==> config.mk <==
export PLATFORM = sky130hd
export DESIGN_NAME = pfq_top
export DESIGN_NICKNAME = d
export VERILOG_FILES = /design/src/rtl/pfq_pkg.sv /design/src/rtl/pfq_byte_ring.sv /design/src/rtl/pfq_fetch_ctl.sv /design/src/rtl/pfq_top.sv
export SDC_FILE = /design/constraint.sdc
export NUM_CORES = 1
export LEC_CHECK = 0
export BUFFER_PORTS_ARGS = -buffer_cell sky130_fd_sc_hd__buf_2
export CORE_UTILIZATION = 45
export CTS_CLUSTER_SIZE = 30
export DETAILED_ROUTE_END_ITERATION = 7
export PLACE_DENSITY = 0.66
export SLEW_MARGIN = 20
export SYNTH_ARGS = -nofsm -noshare
export SYNTH_HDL_FRONTEND = slang
export SYNTH_HIERARCHICAL = 1
export SYNTH_SLANG_ARGS = --single-unit
export TNS_END_PERCENT = 100
==> constraint.sdc <==
create_clock -name clk -period 3.2 [get_ports clk]
set_clock_uncertainty 0.05 [all_clocks]
set_input_delay 0.32 -clock clk [delete_from_list [all_inputs] [get_ports clk]]
set_output_delay 0.32 -clock clk [all_outputs]
set_load 0.05 [all_outputs]
==> src/rtl/pfq_pkg.sv <==
package pfq_pkg;
  localparam int BYTE_W = 8;
  localparam int LANES  = 2;
  localparam int WORD_W = BYTE_W * LANES;

  typedef logic [BYTE_W-1:0] byte_t;

  // append request toward the byte ring: count of bytes and the bytes in order
  typedef struct packed {
    logic [1:0] n;
    byte_t      b0;
    byte_t      b1;
  } wr_pkt_t;
endpackage

==> src/rtl/pfq_byte_ring.sv <==
module pfq_byte_ring
  import pfq_pkg::*;
#(
  parameter int DEPTH = 6
) (
  input  logic                        clk,
  input  logic                        rst_n,
  input  logic                        flush,
  input  wr_pkt_t                     wr,
  input  logic                        pop,
  output logic [$clog2(DEPTH+1)-1:0]  count,
  output byte_t                       head
);
  localparam int IW = $clog2(DEPTH);
  localparam int CW = $clog2(DEPTH+1);

  byte_t          mem [DEPTH];
  logic [IW-1:0]  rd_idx, wr_idx;
  logic [CW-1:0]  count_n;

  function automatic logic [IW-1:0] adv(input logic [IW-1:0] idx, input int step);
    int s;
    s = int'(idx) + step;
    if (s >= DEPTH) s = s - DEPTH;
    return IW'(s);
  endfunction

  assign count_n = count + CW'(wr.n) - CW'(pop);
  assign head    = mem[rd_idx];

  always_ff @(posedge clk) begin
    if (!rst_n || flush) begin
      rd_idx <= '0;
      wr_idx <= '0;
      count  <= '0;
    end else begin
      rd_idx <= adv(rd_idx, int'(pop));
      wr_idx <= adv(wr_idx, int'(wr.n));
      count  <= count_n;
    end
  end

  always_ff @(posedge clk) begin
    if (rst_n && !flush) begin
      if (wr.n != 2'd0) mem[wr_idx] <= wr.b0;
      if (wr.n == 2'd2) mem[adv(wr_idx, 1)] <= wr.b1;
    end
  end


  no_overflow_chk: assert property (@(posedge clk) disable iff (!rst_n)
    count <= CW'(DEPTH));


  flush_empties_chk: assert property (@(posedge clk) disable iff (!rst_n)
    flush |=> count == '0);


  pop_nonempty_chk: assert property (@(posedge clk) disable iff (!rst_n)
    pop |-> count != '0);
endmodule

==> src/rtl/pfq_fetch_ctl.sv <==
module pfq_fetch_ctl
  import pfq_pkg::*;
#(
  parameter int AW    = 16,
  parameter int DEPTH = 6
) (
  input  logic                        clk,
  input  logic                        rst_n,
  input  logic                        op_pending,
  input  logic                        flush,
  input  logic [AW-1:0]               flush_target,
  input  logic [$clog2(DEPTH+1)-1:0]  count,
  input  logic                        fetch_gnt,
  input  logic                        rdata_valid,
  input  logic [WORD_W-1:0]           rdata,
  output logic                        fetch_req,
  output logic [AW-1:0]               fetch_addr,
  output wr_pkt_t                     wr
);
  localparam int CW        = $clog2(DEPTH+1);
  localparam int MAX_START = DEPTH - LANES;

  logic          busy, stale, odd_q;
  logic          launch, accept, space_ok;
  byte_t         lane [LANES];

  for (genvar g = 0; g < LANES; g++) begin : g_lane
    assign lane[g] = rdata[g*BYTE_W +: BYTE_W];
  end

  assign space_ok  = count <= CW'(MAX_START);
  assign fetch_req = !busy && !stale && !op_pending && !flush && space_ok;
  assign launch    = fetch_req && fetch_gnt;
  assign accept    = rdata_valid && busy && !flush;

  always_comb begin
    wr.n  = accept ? (odd_q ? 2'd1 : 2'd2) : 2'd0;
    wr.b0 = odd_q ? lane[LANES-1] : lane[0];
    wr.b1 = lane[LANES-1];
  end

  always_ff @(posedge clk) begin
    if (!rst_n) begin
      fetch_addr <= '0;
      busy       <= 1'b0;
      stale      <= 1'b0;
      odd_q      <= 1'b0;
    end else if (flush) begin
      fetch_addr <= flush_target;
      busy       <= 1'b0;
      stale      <= (busy || stale) && !rdata_valid;
    end else begin
      if (rdata_valid) begin
        busy  <= 1'b0;
        stale <= 1'b0;
      end
      if (launch) begin
        busy       <= 1'b1;
        odd_q      <= fetch_addr[0];
        fetch_addr <= fetch_addr + (fetch_addr[0] ? AW'(1) : AW'(2));
      end
    end
  end


  op_wins_chk: assert property (@(posedge clk) disable iff (!rst_n)
    op_pending |-> !fetch_req);


  room_chk: assert property (@(posedge clk) disable iff (!rst_n)
    fetch_req |-> count <= CW'(MAX_START));


  odd_step_chk: assert property (@(posedge clk) disable iff (!rst_n)
    (fetch_req && fetch_gnt && fetch_addr[0]) |=> fetch_addr == $past(fetch_addr) + AW'(1));


  even_step_chk: assert property (@(posedge clk) disable iff (!rst_n)
    (fetch_req && fetch_gnt && !fetch_addr[0]) |=> fetch_addr == $past(fetch_addr) + AW'(2));
endmodule

==> src/rtl/pfq_top.sv <==
module pfq_top
  import pfq_pkg::*;
#(
  parameter int AW    = 16,
  parameter int DEPTH = 6
) (
  input  logic              clk,
  input  logic              rst_n,
  input  logic              op_pending,
  input  logic              flush,
  input  logic [AW-1:0]     flush_target,
  output logic              fetch_req,
  output logic [AW-1:0]     fetch_addr,
  input  logic              fetch_gnt,
  input  logic              rdata_valid,
  input  logic [15:0]       rdata,
  output logic              byte_valid,
  output logic [7:0]        byte_data,
  input  logic              byte_ready
);
  localparam int CW = $clog2(DEPTH+1);

  logic [CW-1:0] count;
  wr_pkt_t       wr;
  logic          pop;
  byte_t         head;

  assign byte_valid = (count != '0) && !flush;
  assign pop        = byte_valid && byte_ready;
  assign byte_data  = head;

  pfq_fetch_ctl #(.AW(AW), .DEPTH(DEPTH)) ctl_i (
    .clk(clk), .rst_n(rst_n), .op_pending(op_pending), .flush(flush),
    .flush_target(flush_target), .count(count), .fetch_gnt(fetch_gnt),
    .rdata_valid(rdata_valid), .rdata(rdata), .fetch_req(fetch_req),
    .fetch_addr(fetch_addr), .wr(wr)
  );

  pfq_byte_ring #(.DEPTH(DEPTH)) ring_i (
    .clk(clk), .rst_n(rst_n), .flush(flush), .wr(wr), .pop(pop),
    .count(count), .head(head)
  );


  hold_chk: assert property (@(posedge clk) disable iff (!rst_n)
    (byte_valid && !byte_ready) |=> (flush || (byte_valid && $stable(byte_data))));
endmodule

==> results of run 1 <==
kinds of logic (layout without fill, tap and decap cells):
family / count (synthesis) / count (layout)
AND/OR/NAND/NOR: 97 / 97
flip-flops: 76 / 76
buffers and inverters: 46 / 106
multiplexers: 75 / 75
adder cells (fa/ha/maj): 13 / 13
AO/OA/AOI/OAI: 76 / 76
XOR/XNOR: 6 / 6
cells in the mapped netlist, types with 11 or more instances:
cell,n
mux2i_1,11
a21oi_1,17
edfxtp_1,48
ha_1,11
nor2_1,25
dfxtp_1,28
o21ai_0,21
inv_1,15
mux2_2,56
clkbuf_1,13
nand2_1,13
a31oi_1,12
worst paths after layout:
kind,endpoint,slack [ns]
max reg2reg,ring_i/mem[2][3],0.39
min reg2reg,ctl_i/fetch_addr[14],0.47
min,ctl_i/stale,0.11
max,ring_i/mem[2][3],0.39
layout make-up:
type | instances | area (µm²)
Clock inverter | 5 | 76.3
Timing Repair Buffer | 75 | 403
Clock buffer | 11 | 141
Inverter | 15 | 56.3
Fill cell | 816 | 4360
Tap cell | 129 | 161
Sequential cell | 76 | 2000
Multi-Input combinational cell | 267 | 2220
through the flow:
stage / setup slack [ns] / hold WS [ns] / cell area, µm²
5_1_grt: 0.157 / 0.127 / 5060
2_1_floorplan: 0.368 / 0.346 / 4440
4_1_cts: 0.327 / 0.0926 / 5060
3_3_place_gp: 0.452 / 0.442 / 4840
3_5_place_dp: 0.358 / 0.455 / 4840
6_report: 0.391 / 0.114 / 5060
flip-flops by register name, summed over array words and instances, names as in the netlist:
name,cells
ctl_i/odd_q,1
ring_i/rd_idx,3
ring_i/wr_idx,3
ring_i/count,3
ctl_i/busy,1
ctl_i/stale,1
ring_i/mem,48
ctl_i/fetch_addr,16
metal layers:
layer / vias up / global-route usage (%)
met5: - / 0
met4: 0 / 5.91
met3: 15 / 5.80
met2: 91 / 34.3
met1: 1618 / 24.9
li1: 1577 / -
power breakdown:
group	switching, W	internal (W)	leakage [nW]
Combinational	0.000132	0.0000838	1.08
Clock	0.000348	0.000457	0.107
Sequential	0.0000195	0.00106	0.661
cells in the final DEF, fill, tap and decap left out, drive strengths merged, types with 2 or more instances in the layout:
cell type  synthesis  final
or4               10     10
ha                11     11
buf               18     75
bufinv             0      2
a21oi             17     17
and4               3      3
clkbuf            13     11
nor3b              3      3
clkinv             0      2
xor2               3      3
o31ai             10     10
nor2b              4      4
nand4              7      7
nor3               6      6
mux4               8      8
and3               2      2
fa                 2      2
nor2              25     25
mux2              56     56
xnor2              3      3
edfxtp            48     48
or3                3      3
inv               15     15
o21bai             4      4
nand3             11     11
nand2             14     14
mux2i             11     11
a22oi              2      2
dfxtp             28     28
a21boi             2      2
a31oi             12     12
o21ai             23     23
==> run summary, run 1 <==
status: finished, final reports clean
worst path arrival time: 2.79 ns
first-pass GRT wire length: 15600 µm
Hold Path Origin: rdata_valid
cells along the critical path: nor4bb_1, buf_4, and4bb_4, nand2_1, nor2b_1, a31o_2
setup TNS: 0 ns
Ports: 65
n_diodes: 0
final core utilization: 53.7%
setup bufs post-CTS: 0
Hold Path Class: in2reg
CTS H-Tree Depth: 3
Syn. warnings: 6
CP endpoint kind: flip-flop
Die Span Y: 101 µm
multiplexer share of the synthesized area: 20.7%
Sink Count: 76
Detailed Routing Iterations Pass 1: 5
Worst Setup Start Kind: flip-flop
Post-Synth XOR/XNOR Area: 1.18%
Reg clk slew, reported paths: 0.08 ns
dpl hpwl: 6620 µm
clk_lat worst skew: 0.35 ns
Top Metal Used: met4
area delta synth->final: 13.9%
cell chosen for the clock root: clkbuf_8
CP Data Required Time: 3.18 ns
Crit Path Max Fanout: 11
vias in the first global route: 3154
final worst-path cycle share: 87.8%
ys flop type: edfxtp_1
placed insts: 562
RR Startpoint: ctl_i/odd_q
vias per cell: 5.71
Starting DRT DRC Count: 125
# port buffers: 64
Max Fclk: 356 MHz
cell with the largest stage delay on the worst path: nor2b_1
total wire length: 9680 µm
post-synthesis sequential area ratio: 45.1%
register bit total from synthesis: 76
VDD IR-drop max: 0.000263 V
CTS Hold Bufs: 0
cell row count: 35
synth top area cells: edfxtp_1, mux2_2, dfxtp_1
WHS Path Cells: 2
total global-route track usage: 20.1%
worst slew pin tran: 1.02 ns
Async SR Flop Fraction: 0%
PD cells: 414 nW/µm²
Core ar.: 9420 µm²
post-CTS sizing: 0
die width: 101 µm
initial cell density of the core: 47.1%
Compound-Gate Fraction of Synth Area: 10.7%
Syn Std Cell Area: 4440 µm²
vias post-DR: 3301
unrepaired setup endpoints after global routing: false
number of synthesized flops with an enable pin: 48
buffers plus inverters on the worst setup path: 1
Finished Layout Cells: 578
nets: 496
die area: 10300 µm²
CP Launch Point: ctl_i/odd_q
share of the synthesized area in the top cell type: 32.5%
delay-heaviest family, CP: simple AND/OR/NAND/NOR gates
total gr overflow: 0
net count after synthesis: 441
share of layout cells above drive strength 1: 37.2%
fin. max-slew vios: 0
kind of critical path: reg2reg
Post-Syn Instances: 389
WL met3: 534 µm
cells on worst reg2reg path: 6
Synth Area in Adders: 4.00%
Max-Cap Viols: 0
Synth Area in Simple Gates: 13.4%
Leak: 1.85 nW
drt wl/cell: 16.7 µm
Crit path depth: 6
main combinational cell family by area after synthesis: multiplexers
Distinct cells, synth: 54
shortest period the worst path allows: 2.81 ns
met1 wire length: 4270 µm
CP max stage delay: 0.71 ns
syn avg cell area: 11.4 µm²
pin count of the biggest net entering global routing: 31
Final setup viols: 0
dominant cell type by area after synthesis: edfxtp_1
CTS Buf Count: 9
Final Power: 0.00210 W
drt drc: 0
final hold violations: 0
routability cong.: 0.799
slew margin rel.: 31.9%
TritonCTS clock tree: yes
clock buffer depth: 2
WL met2: 4720 µm
initial antenna violation count: 0
residual antenna-violating net count after detailed routing: 0
(Power assumes the default switching activity.)
==> run 2, diff against run 1 <==
CORE_ASPECT_RATIO = 0.6   (was not set)
==> run 2 against run 1 <==
Combinational power rose by 2%; sequential share of layout area fell by 0.70 points; design area is 1.8% higher; via count rose by 1.3%; first-iteration DRC count grew 90%; utilization increased by 1.3 points; sequential cell count unchanged; register-to-register slack lost 0.10 ns; wire length grew 5.7%; die area is 0.13% higher; maximum frequency is 3.5% lower; highest routed layer unchanged.
==> run summary, run 2 (synthesized netlist as in run 1, its figures left out) <==
die area: 10300 µm²
initial antenna violation count: 0
sequential group share of total power: 45.6%
largest register by flop count: ring_i/mem
CTS H-Tree Depth: 3
VDD IR-drop max: 0.000259 V
final core utilization: 55.0%
residual antenna-violating net count after detailed routing: 0
clock buffer depth: 2
# port buffers: 64
pin count of the biggest net entering global routing: 31
cell chosen for the clock root: clkbuf_16
# fillers: 811
vias post-DR: 3345
dpl hpwl: 7250 µm
routability cong.: 0.799
Max Fclk: 344 MHz
Detailed Routing Iterations Pass 1: 5
CP Data Required Time: 3.18 ns
Hold Path Class: in2reg
vias in the first global route: 3054
CTS Buf Count: 9
Final Power: 0.00236 W
Largest register FFs: 48
final worst-path cycle share: 90.9%
GR peak layer: met1
met2 usage: 28.4%
initial cell density of the core: 47.4%
setup bufs post-CTS: 0
Leak: 1.89 nW
Die Span Y: 78.9 µm
worst path arrival time: 2.89 ns
drt wl/cell: 17.7 µm
CTS Hold Bufs: 0
switching part of the total power: 23.2%
total global-route track usage: 21.4%
worst slew pin tran: 1.10 ns
Max-Cap Viols: 0
post-CTS sizing: 0
unrepaired setup endpoints after global routing: false
drt drc: 0
fin. max-slew vios: 0
status: finished, final reports clean
Crit Path Max Fanout: 10
Ports: 65
commonest non-fill, non-tap cell in the layout: buf_2
share of layout cells above drive strength 1: 37.1%
TritonCTS clock tree: yes
met3 Use GR: 5.05%
commonest cells after routing, fill and taps aside: buf_2, mux2_2, edfxtp_1
CP endpoint kind: flip-flop
shortest period the worst path allows: 2.91 ns
Largest regs: ring_i/mem (48), ctl_i/fetch_addr (16)
Reg clk slew, reported paths: 0.06 ns
area delta synth->final: 16.0%
total gr overflow: 0
total wire length: 10200 µm
first-pass GRT wire length: 16300 µm
slew margin rel.: 26.6%
clock group share of total power: 45.1%
kind of critical path: reg2reg
Core ar.: 9360 µm²
clk_lat worst skew: 0.34 ns
cell row count: 27
Worst Setup Start Kind: flip-flop
Gate power share: 9.3%
met1 Resource Use GR: 33.2%
final hold violations: 0
Starting DRT DRC Count: 237
die width: 130 µm
nets: 495
vias per cell: 5.79
n_diodes: 0
Int Pwr: 0.00182 W
Sw Pwr: 0.000548 W
hold slack: 0.126 ns
Sink Count: 76
PD cells: 459 nW/µm²
setup TNS: 0 ns
Final setup viols: 0
run 2: through the flow:
| step | instances | cell area [µm²] | worst slack (ns) |
|---|---|---|---|
| global placement | 562 | 4830 | 0.415 |
| global route | 578 | 5150 | 0.0930 |
| finish | 578 | 5150 | 0.290 |
| floorplan | 389 | 4440 | 0.368 |
| detailed placement | 562 | 4830 | 0.309 |
| CTS | 578 | 5150 | 0.291 |
run 2: path summary, 6_finish.rpt:
| kind | startpoint | endpoint | slack [ns] | cells after the start |
|---|---|---|---|---|
| setup / recovery | ring_i/wr_idx[1] | ring_i/mem[2][4] | 0.29 | 6 |
| hold / removal | rdata_valid | ctl_i/stale | 0.13 | 2 |
| setup reg to reg | ring_i/wr_idx[1] | ring_i/mem[2][4] | 0.29 | 6 |
| hold reg to reg | ctl_i/fetch_addr[12] | ctl_i/fetch_addr[12] | 0.47 | 2 |
run 2: critical path, stage by stage (launching register included):
cell and delay (ns):
dfxtp_1 0.53, inv_1 0.13, ha_1 0.41, a21bo_2 0.23, a41o_1 0.21, nor2b_1 0.68, a31o_2 0.36
run 2: final cells by class:
type / count / area, µm² / area share, %
Multi-Input combinational cell: 267 / 2220 / 43.1
Sequential cell: 76 / 2000 / 38.9
Timing Repair Buffer: 74 / 395 / 7.68
Clock buffer: 13 / 272 / 5.27
Tap cell: 130 / 163 / 3.16
Inverter: 15 / 56.3 / 1.09
Clock inverter: 3 / 43.8 / 0.851
run 2: power by group through the flow:
stage | logic, W | registers (W) | clock network [W]
final | 0.000221 | 0.00108 | 0.00106
after global routing | 0.000238 | 0.00108 | 0.00112
after CTS | 0.000221 | 0.00108 | 0.00108
after detailed placement | 0.000220 | 0.00110 | 0
after global placement | 0.000217 | 0.00110 | 0
after floorplan | 0.000112 | 0.00114 | 0
run 2: layer usage:
metal,routed length (µm),part of all wire (%)
met5,0,0
met1,5280,52
met4,125,1.2
met2,4280,42
met3,540,5.3
